[src/rtl/conv_seq_pkg.sv]
package conv_seq_pkg;
    typedef enum logic [2:0] {
        S_BOOT, S_CFG0, S_CFG1, S_IDLE, S_DAC, S_START, S_WAIT, S_READ
    } seq_state_e;

    localparam logic [15:0] ADC_CFG_FIRST  = 16'h00C0;
    localparam logic [15:0] ADC_CFG_SECOND = 16'h0100;

    localparam logic [1:0] REG_PERIOD = 2'd0;
    localparam logic [1:0] REG_DAC    = 2'd1;
    localparam logic [1:0] REG_RESULT = 2'd2;
    localparam logic [1:0] REG_STATUS = 2'd3;
endpackage

[src/rtl/cs_timer.sv]
module cs_timer #(
    parameter int PW = 16
) (
    input  logic          clk,
    input  logic          rst_n,
    input  logic          enable,
    input  logic          restart,
    input  logic [PW-1:0] period,
    output logic          tick
);
    typedef struct packed {
        logic [PW-1:0] cnt;
    } tmr_t;

    tmr_t q, d;
    logic run;

    always_comb begin
        d    = q;
        run  = enable && (period != '0);
        tick = run && (q.cnt == period - PW'(1));
        if (restart)
            d.cnt = '0;
        else if (run)
            d.cnt = tick ? '0 : q.cnt + PW'(1);
    end

    always_ff @(posedge clk or negedge rst_n) begin
        if (!rst_n) q <= '0;
        else        q <= d;
    end

    // no tick while stopped
    a_r3_no_tick_when_stopped: assert property (@(posedge clk) disable iff (!rst_n)
        (period == '0) |-> !tick);
endmodule

[src/rtl/cs_decode.sv]
module cs_decode #(
    parameter int AW       = 16,
    parameter int ADC_ADDR = 2,
    parameter int DAC_ADDR = 1
) (
    input  logic          active,
    input  logic [AW-1:0] addr,
    output logic          adc_sel,
    output logic          dac_sel
);
    localparam logic [AW-1:0] ADC_A = AW'(ADC_ADDR);
    localparam logic [AW-1:0] DAC_A = AW'(DAC_ADDR);

    always_comb begin
        adc_sel = active && (addr == ADC_A);
        dac_sel = active && (addr == DAC_A);
    end
endmodule

[src/rtl/cs_fsm.sv]
module cs_fsm
    import conv_seq_pkg::*;
#(
    parameter int AW          = 16,
    parameter int CONV_CYCLES = 4,
    parameter int ADC_ADDR    = 2,
    parameter int DAC_ADDR    = 1
) (
    input  logic          clk,
    input  logic          rst_n,
    input  logic          tick,
    input  logic [7:0]    dac_word,
    output logic          bus_active,
    output logic [AW-1:0] bus_addr,
    output logic          bus_wr,
    output logic [15:0]   bus_wdata,
    output logic          adc_start,
    output logic          adc_rdstb,
    output logic          capture,
    output logic          busy,
    output logic          ready,
    output logic          overrun_evt
);
    localparam int WW = $clog2(CONV_CYCLES + 1);
    localparam logic [WW-1:0] WAIT_LAST = WW'(CONV_CYCLES - 1);

    typedef struct packed {
        seq_state_e    state;
        logic [WW-1:0] wcnt;
    } fsm_t;

    fsm_t q, d;

    always_comb begin
        d           = q;
        bus_active  = 1'b0;
        bus_addr    = '0;
        bus_wr      = 1'b0;
        bus_wdata   = '0;
        adc_start   = 1'b0;
        adc_rdstb   = 1'b0;
        capture     = 1'b0;
        busy        = q.state inside {S_DAC, S_START, S_WAIT, S_READ};
        ready       = busy || (q.state == S_IDLE);
        overrun_evt = tick && busy;
        case (q.state)
            S_BOOT:  d.state = S_CFG0;
            S_CFG0: begin
                bus_active = 1'b1;
                bus_addr   = AW'(ADC_ADDR);
                bus_wr     = 1'b1;
                bus_wdata  = ADC_CFG_FIRST;
                d.state    = S_CFG1;
            end
            S_CFG1: begin
                bus_active = 1'b1;
                bus_addr   = AW'(ADC_ADDR);
                bus_wr     = 1'b1;
                bus_wdata  = ADC_CFG_SECOND;
                d.state    = S_IDLE;
            end
            S_IDLE:  if (tick) d.state = S_DAC;
            S_DAC: begin
                bus_active = 1'b1;
                bus_addr   = AW'(DAC_ADDR);
                bus_wr     = 1'b1;
                bus_wdata  = {8'h00, dac_word};
                d.state    = S_START;
            end
            S_START: begin
                bus_active = 1'b1;
                bus_addr   = AW'(ADC_ADDR);
                adc_start  = 1'b1;
                d.wcnt     = '0;
                d.state    = S_WAIT;
            end
            S_WAIT: begin
                if (q.wcnt == WAIT_LAST) d.state = S_READ;
                else                     d.wcnt  = q.wcnt + WW'(1);
            end
            S_READ: begin
                bus_active = 1'b1;
                bus_addr   = AW'(ADC_ADDR);
                adc_rdstb  = 1'b1;
                capture    = 1'b1;
                d.state    = S_IDLE;
            end
            default: d.state = S_BOOT;
        endcase
    end

    always_ff @(posedge clk or negedge rst_n) begin
        if (!rst_n) begin
            q.state <= S_BOOT;
            q.wcnt  <= '0;
        end else begin
            q <= d;
        end
    end

    // the conversion wait stays within its window
    a_r5_wait_bounded: assert property (@(posedge clk) disable iff (!rst_n)
        (q.state == S_WAIT) |-> (q.wcnt <= WAIT_LAST));
endmodule

[src/rtl/conv_sequencer.sv]
module conv_sequencer
    import conv_seq_pkg::*;
#(
    parameter int PW          = 16,
    parameter int CONV_CYCLES = 4,
    parameter int DEF_PERIOD  = 0,
    parameter int ADC_ADDR    = 2,
    parameter int DAC_ADDR    = 1
) (
    input  logic        clk,
    input  logic        rst_n,
    input  logic        host_we,
    input  logic [1:0]  host_addr,
    input  logic [15:0] host_wdata,
    output logic [15:0] host_rdata,
    output logic [15:0] io_addr,
    output logic [15:0] io_wdata,
    output logic        io_wr,
    output logic        adc_sel,
    output logic        dac_sel,
    output logic        adc_start,
    output logic        adc_rdstb,
    input  logic [9:0]  adc_din,
    output logic        result_valid
);
    localparam int AW = 16;

    typedef struct packed {
        logic [PW-1:0] period;
        logic [7:0]    stage;
        logic [9:0]    result;
        logic          valid;
        logic          ovr;
    } regs_t;

    regs_t q, d;

    logic tick, period_wr, bus_active, capture, busy, ready, overrun_evt;

    cs_timer #(.PW(PW)) timer_i (
        .clk(clk), .rst_n(rst_n), .enable(ready), .restart(period_wr),
        .period(q.period), .tick(tick)
    );

    cs_fsm #(.AW(AW), .CONV_CYCLES(CONV_CYCLES), .ADC_ADDR(ADC_ADDR), .DAC_ADDR(DAC_ADDR)) fsm_i (
        .clk(clk), .rst_n(rst_n), .tick(tick), .dac_word(q.stage),
        .bus_active(bus_active), .bus_addr(io_addr), .bus_wr(io_wr), .bus_wdata(io_wdata),
        .adc_start(adc_start), .adc_rdstb(adc_rdstb), .capture(capture),
        .busy(busy), .ready(ready), .overrun_evt(overrun_evt)
    );

    cs_decode #(.AW(AW), .ADC_ADDR(ADC_ADDR), .DAC_ADDR(DAC_ADDR)) dec_i (
        .active(bus_active), .addr(io_addr), .adc_sel(adc_sel), .dac_sel(dac_sel)
    );

    always_comb begin
        d         = q;
        period_wr = host_we && (host_addr == REG_PERIOD);
        d.valid   = capture;
        if (capture) d.result = adc_din;
        if (host_we) begin
            case (host_addr)
                REG_PERIOD: d.period = PW'(host_wdata);
                REG_DAC:    d.stage  = host_wdata[7:0];
                REG_STATUS: d.ovr    = 1'b0;
                default:    ;
            endcase
        end
        if (overrun_evt) d.ovr = 1'b1;

        case (host_addr)
            REG_PERIOD: host_rdata = 16'(q.period);
            REG_DAC:    host_rdata = {8'h00, q.stage};
            REG_RESULT: host_rdata = {6'h00, q.result};
            default:    host_rdata = {14'h0, q.ovr, busy};
        endcase
        result_valid = q.valid;
    end

    always_ff @(posedge clk or negedge rst_n) begin
        if (!rst_n) begin
            q        <= '0;
            q.period <= PW'(DEF_PERIOD);
        end else begin
            q <= d;
        end
    end

    // Assertion support: remembers that the second configuration word went out
    logic cfg_done_q;
    always_ff @(posedge clk or negedge rst_n) begin
        if (!rst_n)                                                  cfg_done_q <= 1'b0;
        else if (adc_sel && io_wr && io_wdata == ADC_CFG_SECOND)     cfg_done_q <= 1'b1;
    end

    // never both converters selected
    a_r1_single_select: assert property (@(posedge clk) disable iff (!rst_n)
        $onehot0({adc_sel, dac_sel}));
    // second configuration word directly follows the first
    a_r2_cfg_order: assert property (@(posedge clk) disable iff (!rst_n)
        (adc_sel && io_wr && io_wdata == ADC_CFG_SECOND) |->
            $past(adc_sel && io_wr && io_wdata == ADC_CFG_FIRST));
    // no conversion start before configuration completes
    a_r2_start_after_cfg: assert property (@(posedge clk) disable iff (!rst_n)
        adc_start |-> cfg_done_q);
    // DAC write is followed by the ADC start
    a_r4_dac_then_start: assert property (@(posedge clk) disable iff (!rst_n)
        (dac_sel && io_wr) |=> (adc_start && adc_sel));
    // read strobe only with ADC selected and no bus write
    a_r5_strobe_clean: assert property (@(posedge clk) disable iff (!rst_n)
        adc_rdstb |-> (adc_sel && !io_wr));
    // valid is a single-cycle pulse
    a_r6_valid_pulse: assert property (@(posedge clk) disable iff (!rst_n)
        result_valid |=> !result_valid);
    // a tick while busy leaves overrun set
    a_r7_overrun_sets: assert property (@(posedge clk) disable iff (!rst_n)
        (tick && busy) |=> q.ovr);
endmodule

[config.mk]
export PLATFORM = sky130hd
export DESIGN_NAME = conv_sequencer
export DESIGN_NICKNAME = d
export VERILOG_FILES = /design/src/rtl/conv_seq_pkg.sv /design/src/rtl/cs_timer.sv /design/src/rtl/cs_decode.sv /design/src/rtl/cs_fsm.sv /design/src/rtl/conv_sequencer.sv
export SDC_FILE = /design/constraint.sdc
export NUM_CORES = 1
export LEC_CHECK = 0
export BUFFER_PORTS_ARGS = -buffer_cell sky130_fd_sc_hd__buf_2
export CAP_MARGIN = 20
export CORE_ASPECT_RATIO = 0.6
export CORE_UTILIZATION = 52
export DETAILED_ROUTE_END_ITERATION = 8
export PLACE_DENSITY = 0.77
export RECOVER_POWER = 50
export SYNTH_ARGS = -nofsm -noshare
export SYNTH_HDL_FRONTEND = slang
export SYNTH_SLANG_ARGS = --single-unit
[constraint.sdc]
create_clock -name clk -period 5.4 [get_ports clk]
set_input_delay 0.54 -clock clk [delete_from_list [all_inputs] [get_ports clk]]
set_output_delay 0.54 -clock clk [all_outputs]
set_load 0.01 [all_outputs]
==> impl_metrics.yaml, run 1 <==
clocking:
  cts-buffers-inserted: 9
  cts_resized: 0
  hold_buffers: 0
  clockBufferDepth: 2
  cts_setup_buffers: 0
  clkLatencyLatePin_ns: 0.33
  cts.reportedPaths.clkPinSlew_ns: 0.05
  clock-sinks: 58
  cts_root_buf: "clkbuf_16"
  cts_tree: "done"
  htreeDepth: 3
route:
  met1_length_um: 4560
  wl_met3_um: 566
  wl_um: 8850
  top_layer_used: "met4"
  vias: 2923
  initialDrtViolationCount: 239
  drc_errors: 0
  drt-pass1-iter-count: 5
  viasPerCell: 5.55
  routedWlPerCell_um: 16.8
  ant_nets: 0
  wl_met2_um: 3610
sta:
  tightest_slew_ns: 3.16
  fin_tns_setup_ns: 0
  period_needed_ns: 3.13
  slew_headroom_pct: -110
  drv_slew: 59
  rsz0062_at_grt: "false"
  min_period_over_period_pct: 58.0
  hold_viol: 0
  skew_ns: 0.00622
  max_freq_mhz: 319
  finalSetupViolCount: 0
layout:
  final_util_pct: 62.0
  area.sequential_sq_um: 1450
  drive_gt1_share_pct: 27.5
  n_antenna_cell: 0
  n_fill_cell: 592
  synthToLayoutAreaGrowth_pct: 13.8
  multiInputGateArea_sq_um: 2020
  nNetsFinal: 473
  fin_area_sq_um: 4190
status:
  violations: "max-capacitance violations, max-slew violations"
  status: "finished, violations left"
setup_path:
  crit_fanout: 58
  path_cells: "buf_2 -> clkbuf_1"
  crit_path_top_delay_cell: "clkbuf_1"
  r2r-start: "q[24]"
  crit_arrival_ns: 2.86
  critical_path_buf_inv_count: 2
  endpoint_kind: "asynchronous set/reset pin"
  worstSetupStartpointType: "input port"
  cp_slowest_stage_delay_ns: 2.22
  crit_family: "buffers and inverters"
  worst-r2r-setup-slack_ns: 2.38
  crit_type: "in -> async"
  required_ns: 5.13
  cp-startpoint: "rst_n"
logic_synthesis:
  yosysWarnings: 0
  avgSynthCellArea_sq_um: 9.62
  synth_top_area_share_pct: 39.4
  synth_simple_gate_area_share_pct: 20.4
  yosysSeqAreaShare_pct: 39.4
  synthArstFlopShare_pct: 100
  synth_top_family_by_area: "simple AND/OR/NAND/NOR gates"
  synth.area.top_cells: "dfrtp_1, mux2_2, xnor2_1, buf_4, nand2_1"
  yosys.area.top_type: "dfrtp_1"
  synth_xor_area_share_pct: 7.60
  ys.flop_type: "dfrtp_1"
  ys_types: 63
  synthCells: 383
  synth_compound_area_share_pct: 10.7
  yosysMostFrequentCell: "dfrtp_1"
  yosys-mux-area-fraction_pct: 12.3
  synth_edf_count: 0
  synthAdderAreaFrac_pct: 1.70
  ys_ff_latch: 58
  netlist_area_sq_um: 3690
  ys_top_cells_by_count: "dfrtp_1, nand2_1, mux2_2, nor2_1, buf_4"
placement:
  postPlaceCellArea_sq_um: 3950
  portBuffers: 63
  hpwl_um: 6370
  gp_congestion: 0.851
power_and_ir_drop:
  ir_drop_uv: 274
  p_leak_nw: 1.89
  power_density_nw_per_um2: 326
grt:
  grt_pass1_wl_um: 14600
  grt.total_usage_pct: 26.1
  grt_pass1_vias: 2800
  gr-total-overflow: 0
  antenna_found_initial: 0
  grt_max_degree: 59
run:
  maxCapViolations: 1
floorplan:
  die_area_sq_um: 7440
  start_util_pct: 54.5
  core_area_sq_um: 6760
  io_pins: 85
  rows: 23
  die-height_um: 67.2
  die_w_um: 111
hold_path:
  hold_path.class: "in -> reg"
  hold_start: "host_wdata[9]"
==> cell type report <==
cell class,instances,area share (%)
tap,87,2.60
multi-input combinational,293,48.2
clock buffer,14,6.06
sequential,58,34.6
inverter,10,0.895
timing repair buffer,65,7.70
==> registers in the layout (all words and copies together), names as in the netlist <==
register	flops
q	35
fsm_i.q	6
timer_i.q	16
result_valid	1
==> path summary, 6_finish.rpt <==
check / cells past startpoint / end
setup / recovery: 2 / q[16]
min in group asynchronous: 2 / fsm_i.q[0]
setup reg to reg: 7 / fsm_i.q[3]
hold reg to reg: 1 / q[2]
max in group clk: 7 / fsm_i.q[3]
hold / removal: 3 / q[29]
==> per-stage QoR <==
stage / hold WS (ns) / setup slack [ns] / power, W / instances
final: 0.412 / 2.27 / 0.00137 / 527
after global routing: 0.434 / 1.54 / 0.00144 / 527
after CTS: 0.392 / 2.43 / 0.00137 / 527
after detailed placement: 0.495 / 2.45 / 0.000863 / 513
after global placement: 0.489 / 2.50 / 0.000852 / 513
after floorplan: 0.244 / 2.94 / 0.000779 / 403
==> power breakdown <==
group / switching, W / internal (W)
Combinational: 0.000149 / 0.000132
Clock: 0.000189 / 0.000317
Sequential: 0.0000917 / 0.000490
Total: 0.000429 / 0.000939
==> logic make-up after synthesis <==
family	Yosys count
simple gates	138
mux	39
flops	58
buf+inv	52
xor+xnor	32
compound gates	58
fa+ha+maj	5
other cells	1
==> routing by layer <==
metal  vias to the layer above  GRT usage, %
li1                       1408             -
met4                         0          9.17
met5                         -          5.33
met1                      1419          37.8
met3                        11          7.18
met2                        85          36.9
==> cell usage in the layout (no fill, tap or decap), types with 2 or more instances in the layout <==
master	count
buf_2	60
or3_1	2
nand3_1	9
clkbuf_1	8
mux4_2	2
mux2_2	29
nor3_1	17
o21ai_0	20
a22o_1	4
nor3b_1	2
and3_1	2
nor4b_1	2
nor2b_1	3
nor4_1	3
nand2_1	35
or2_2	3
and2_1	14
clkbuf_16	9
a31oi_1	4
xor2_1	12
xnor2_1	20
dfrtp_1	58
conb_1	21
nand4_1	6
mux2i_1	8
ha_1	5
inv_1	10
a21oi_1	10
nor2_1	25
nor3_2	4
(Power assumes the default switching activity.)
==> inputs of run 2 (changes only) <==
CORE_UTILIZATION = 49   (was 52)
clock period = 2.56 ns   (was 5.4 ns; I/O delays follow)
==> impl_metrics.yaml, run 2 (synthesis gave the netlist of run 1 again) <==
status:
  status: "completed"
sta:
  hold_viol: 0
  skew_ns: 0.00465
  max_freq_mhz: 399
  tightest_slew_ns: 1.45
  finalSetupViolCount: 0
  min_period_over_period_pct: 97.8
  drv_slew: 0
  period_needed_ns: 2.50
  slew_headroom_pct: 3.56
  fin_hold_ws_ns: 0.128
  fin_tns_setup_ns: 0
floorplan:
  die_w_um: 114
  die-height_um: 69.2
  core_area_sq_um: 7270
  io_pins: 85
  die_area_sq_um: 7890
  start_util_pct: 50.7
  rows: 24
placement:
  hpwl_um: 6960
  gp_congestion: 0.937
  postPlaceCellArea_sq_um: 4170
  portBuffers: 63
  dp.cells: 555
layout:
  layout_common_cells: "buf_2, dfrtp_1, nand2_1"
  nNetsFinal: 500
  regMostFlops: "q"
  drive_gt1_share_pct: 33.1
  n_fill_cell: 659
  finalNonFillerCells: 572
  final_util_pct: 61.2
  largest_reg_flops: 35
  top_regs: "q: 35 flops, timer_i.q: 16 flops, fsm_i.q: 6 flops"
  n_antenna_cell: 0
  synthToLayoutAreaGrowth_pct: 20.6
  final_common_cell: "buf_2"
  fin_area_sq_um: 4450
hold_path:
  hold_path.class: "in -> reg"
  hold_start: "host_wdata[8]"
  hold_depth: 3
setup_path:
  required_ns: 2.75
  crit_type: "reg -> reg"
  cp_slowest_stage_delay_ns: 0.54
  r2r-start: "q[22]"
  rr_worst_depth: 9
  crit_path_top_delay_cell: "or4b_1"
  path_cells: "buf_4 -> nor4_4 -> nand2_2 -> or4b_1 -> a211oi_2 -> nand4_2 -> nor2_4 -> buf_12 -> a221oi_1"
  crit_fanout: 16
  endpoint_kind: "flip-flop"
  cp-startpoint: "q[22]"
  crit_arrival_ns: 2.70
  worstSetupStartpointType: "flip-flop"
grt:
  grt_pass1_vias: 2907
  gr-total-overflow: 0
  antenna_found_initial: 0
  grt.total_usage_pct: 25.5
  grt_pass1_wl_um: 15100
  grt_max_degree: 59
route:
  drt-pass1-iter-count: 5
  initialDrtViolationCount: 217
  wl_um: 9380
  ant_nets: 0
  vias: 3055
  drc_errors: 0
  routedWlPerCell_um: 16.4
  viasPerCell: 5.34
clocking:
  cts_tree: "done"
  cts-buffers-inserted: 9
  hold_buffers: 0
  clock-sinks: 58
  htreeDepth: 3
  cts_root_buf: "clkbuf_16"
  clockBufferDepth: 2
  clkLatencyLatePin_ns: 0.33
  cts.reportedPaths.clkPinSlew_ns: 0.05
power_and_ir_drop:
  combPwrFrac_pct: 24.7
  switchingPower_w: 0.000929
  ir_drop_uv: 403
  p_int_w: 0.00201
  power_density_nw_per_um2: 662
  power_frac_seq_pct: 40.2
  pwr-share-clk_pct: 35.1
  p_sw_share_pct: 31.6
  p_leak_nw: 2.03
run:
  maxCapViolations: 0
run 2: metal layers:
| layer | global-route usage, % | share of wire [%] | vias up |
|---|---|---|---|
| li1 | - | - | 1463 |
| met4 | 6.06 | 1.2 | 0 |
| met5 | 0 | 0 | - |
| met3 | 6.29 | 7.9 | 11 |
| met1 | 38.7 | 48 | 1465 |
| met2 | 36.3 | 43 | 116 |
run 2: final timing paths:
| kind | end | slack, ns |
|---|---|---|
| max | fsm_i.q[3] | 0.06 |
| min | q[28] | 0.13 |
| max reg2reg | fsm_i.q[3] | 0.06 |
| min reg2reg | q[10] | 0.50 |
| max in group asynchronous | timer_i.q[8] | 1.32 |
| min in group asynchronous | fsm_i.q[2] | 0.35 |
run 2: final cells by class:
type / instances / area, sq um / area share, %
timing repair buffer: 92 / 537 / 12.1
sequential: 58 / 1450 / 32.6
tap: 104 / 130 / 2.93
inverter: 10 / 37.5 / 0.844
clock inverter: 4 / 20.0 / 0.450
clock buffer: 11 / 233 / 5.24
multi-input combinational: 293 / 2040 / 45.8
run 2: worst max-delay path, delay by kind of cell (launching register included):
kind	cells	cell delay (ns)
AND/OR/NAND/NOR	5	1.34
flip-flops	1	0.37
buffers and inverters	2	0.33
AO/OA/AOI/OAI	2	0.31
run 2: power groups by stage:
stage               combinational [W]  sequential (W)  clock, W
floorplan                    0.000501         0.00114         0
CTS                          0.000710         0.00118   0.00106
finish                       0.000727         0.00118   0.00103
global route                 0.000797         0.00120   0.00110
detailed placement           0.000705         0.00119         0
global placement             0.000680         0.00118         0
run 2: through the flow:
stage | setup slack, ns | total power [W]
4_1_cts | 0.0721 | 0.00294
3_3_place_gp | 0.0673 | 0.00186
6_report | 0.0556 | 0.00294
5_1_grt | -0.0100 | 0.00310
2_1_floorplan | 0.104 | 0.00164
3_5_place_dp | -0.0313 | 0.00190
run 2: repair_timing:
item / CTS / global route
pin swaps: 0 / 5
setup endpoints to repair: 5 / 19
buffers inserted: 0 / 2
resized for setup: 1 / 2
cloned: 0 / 0
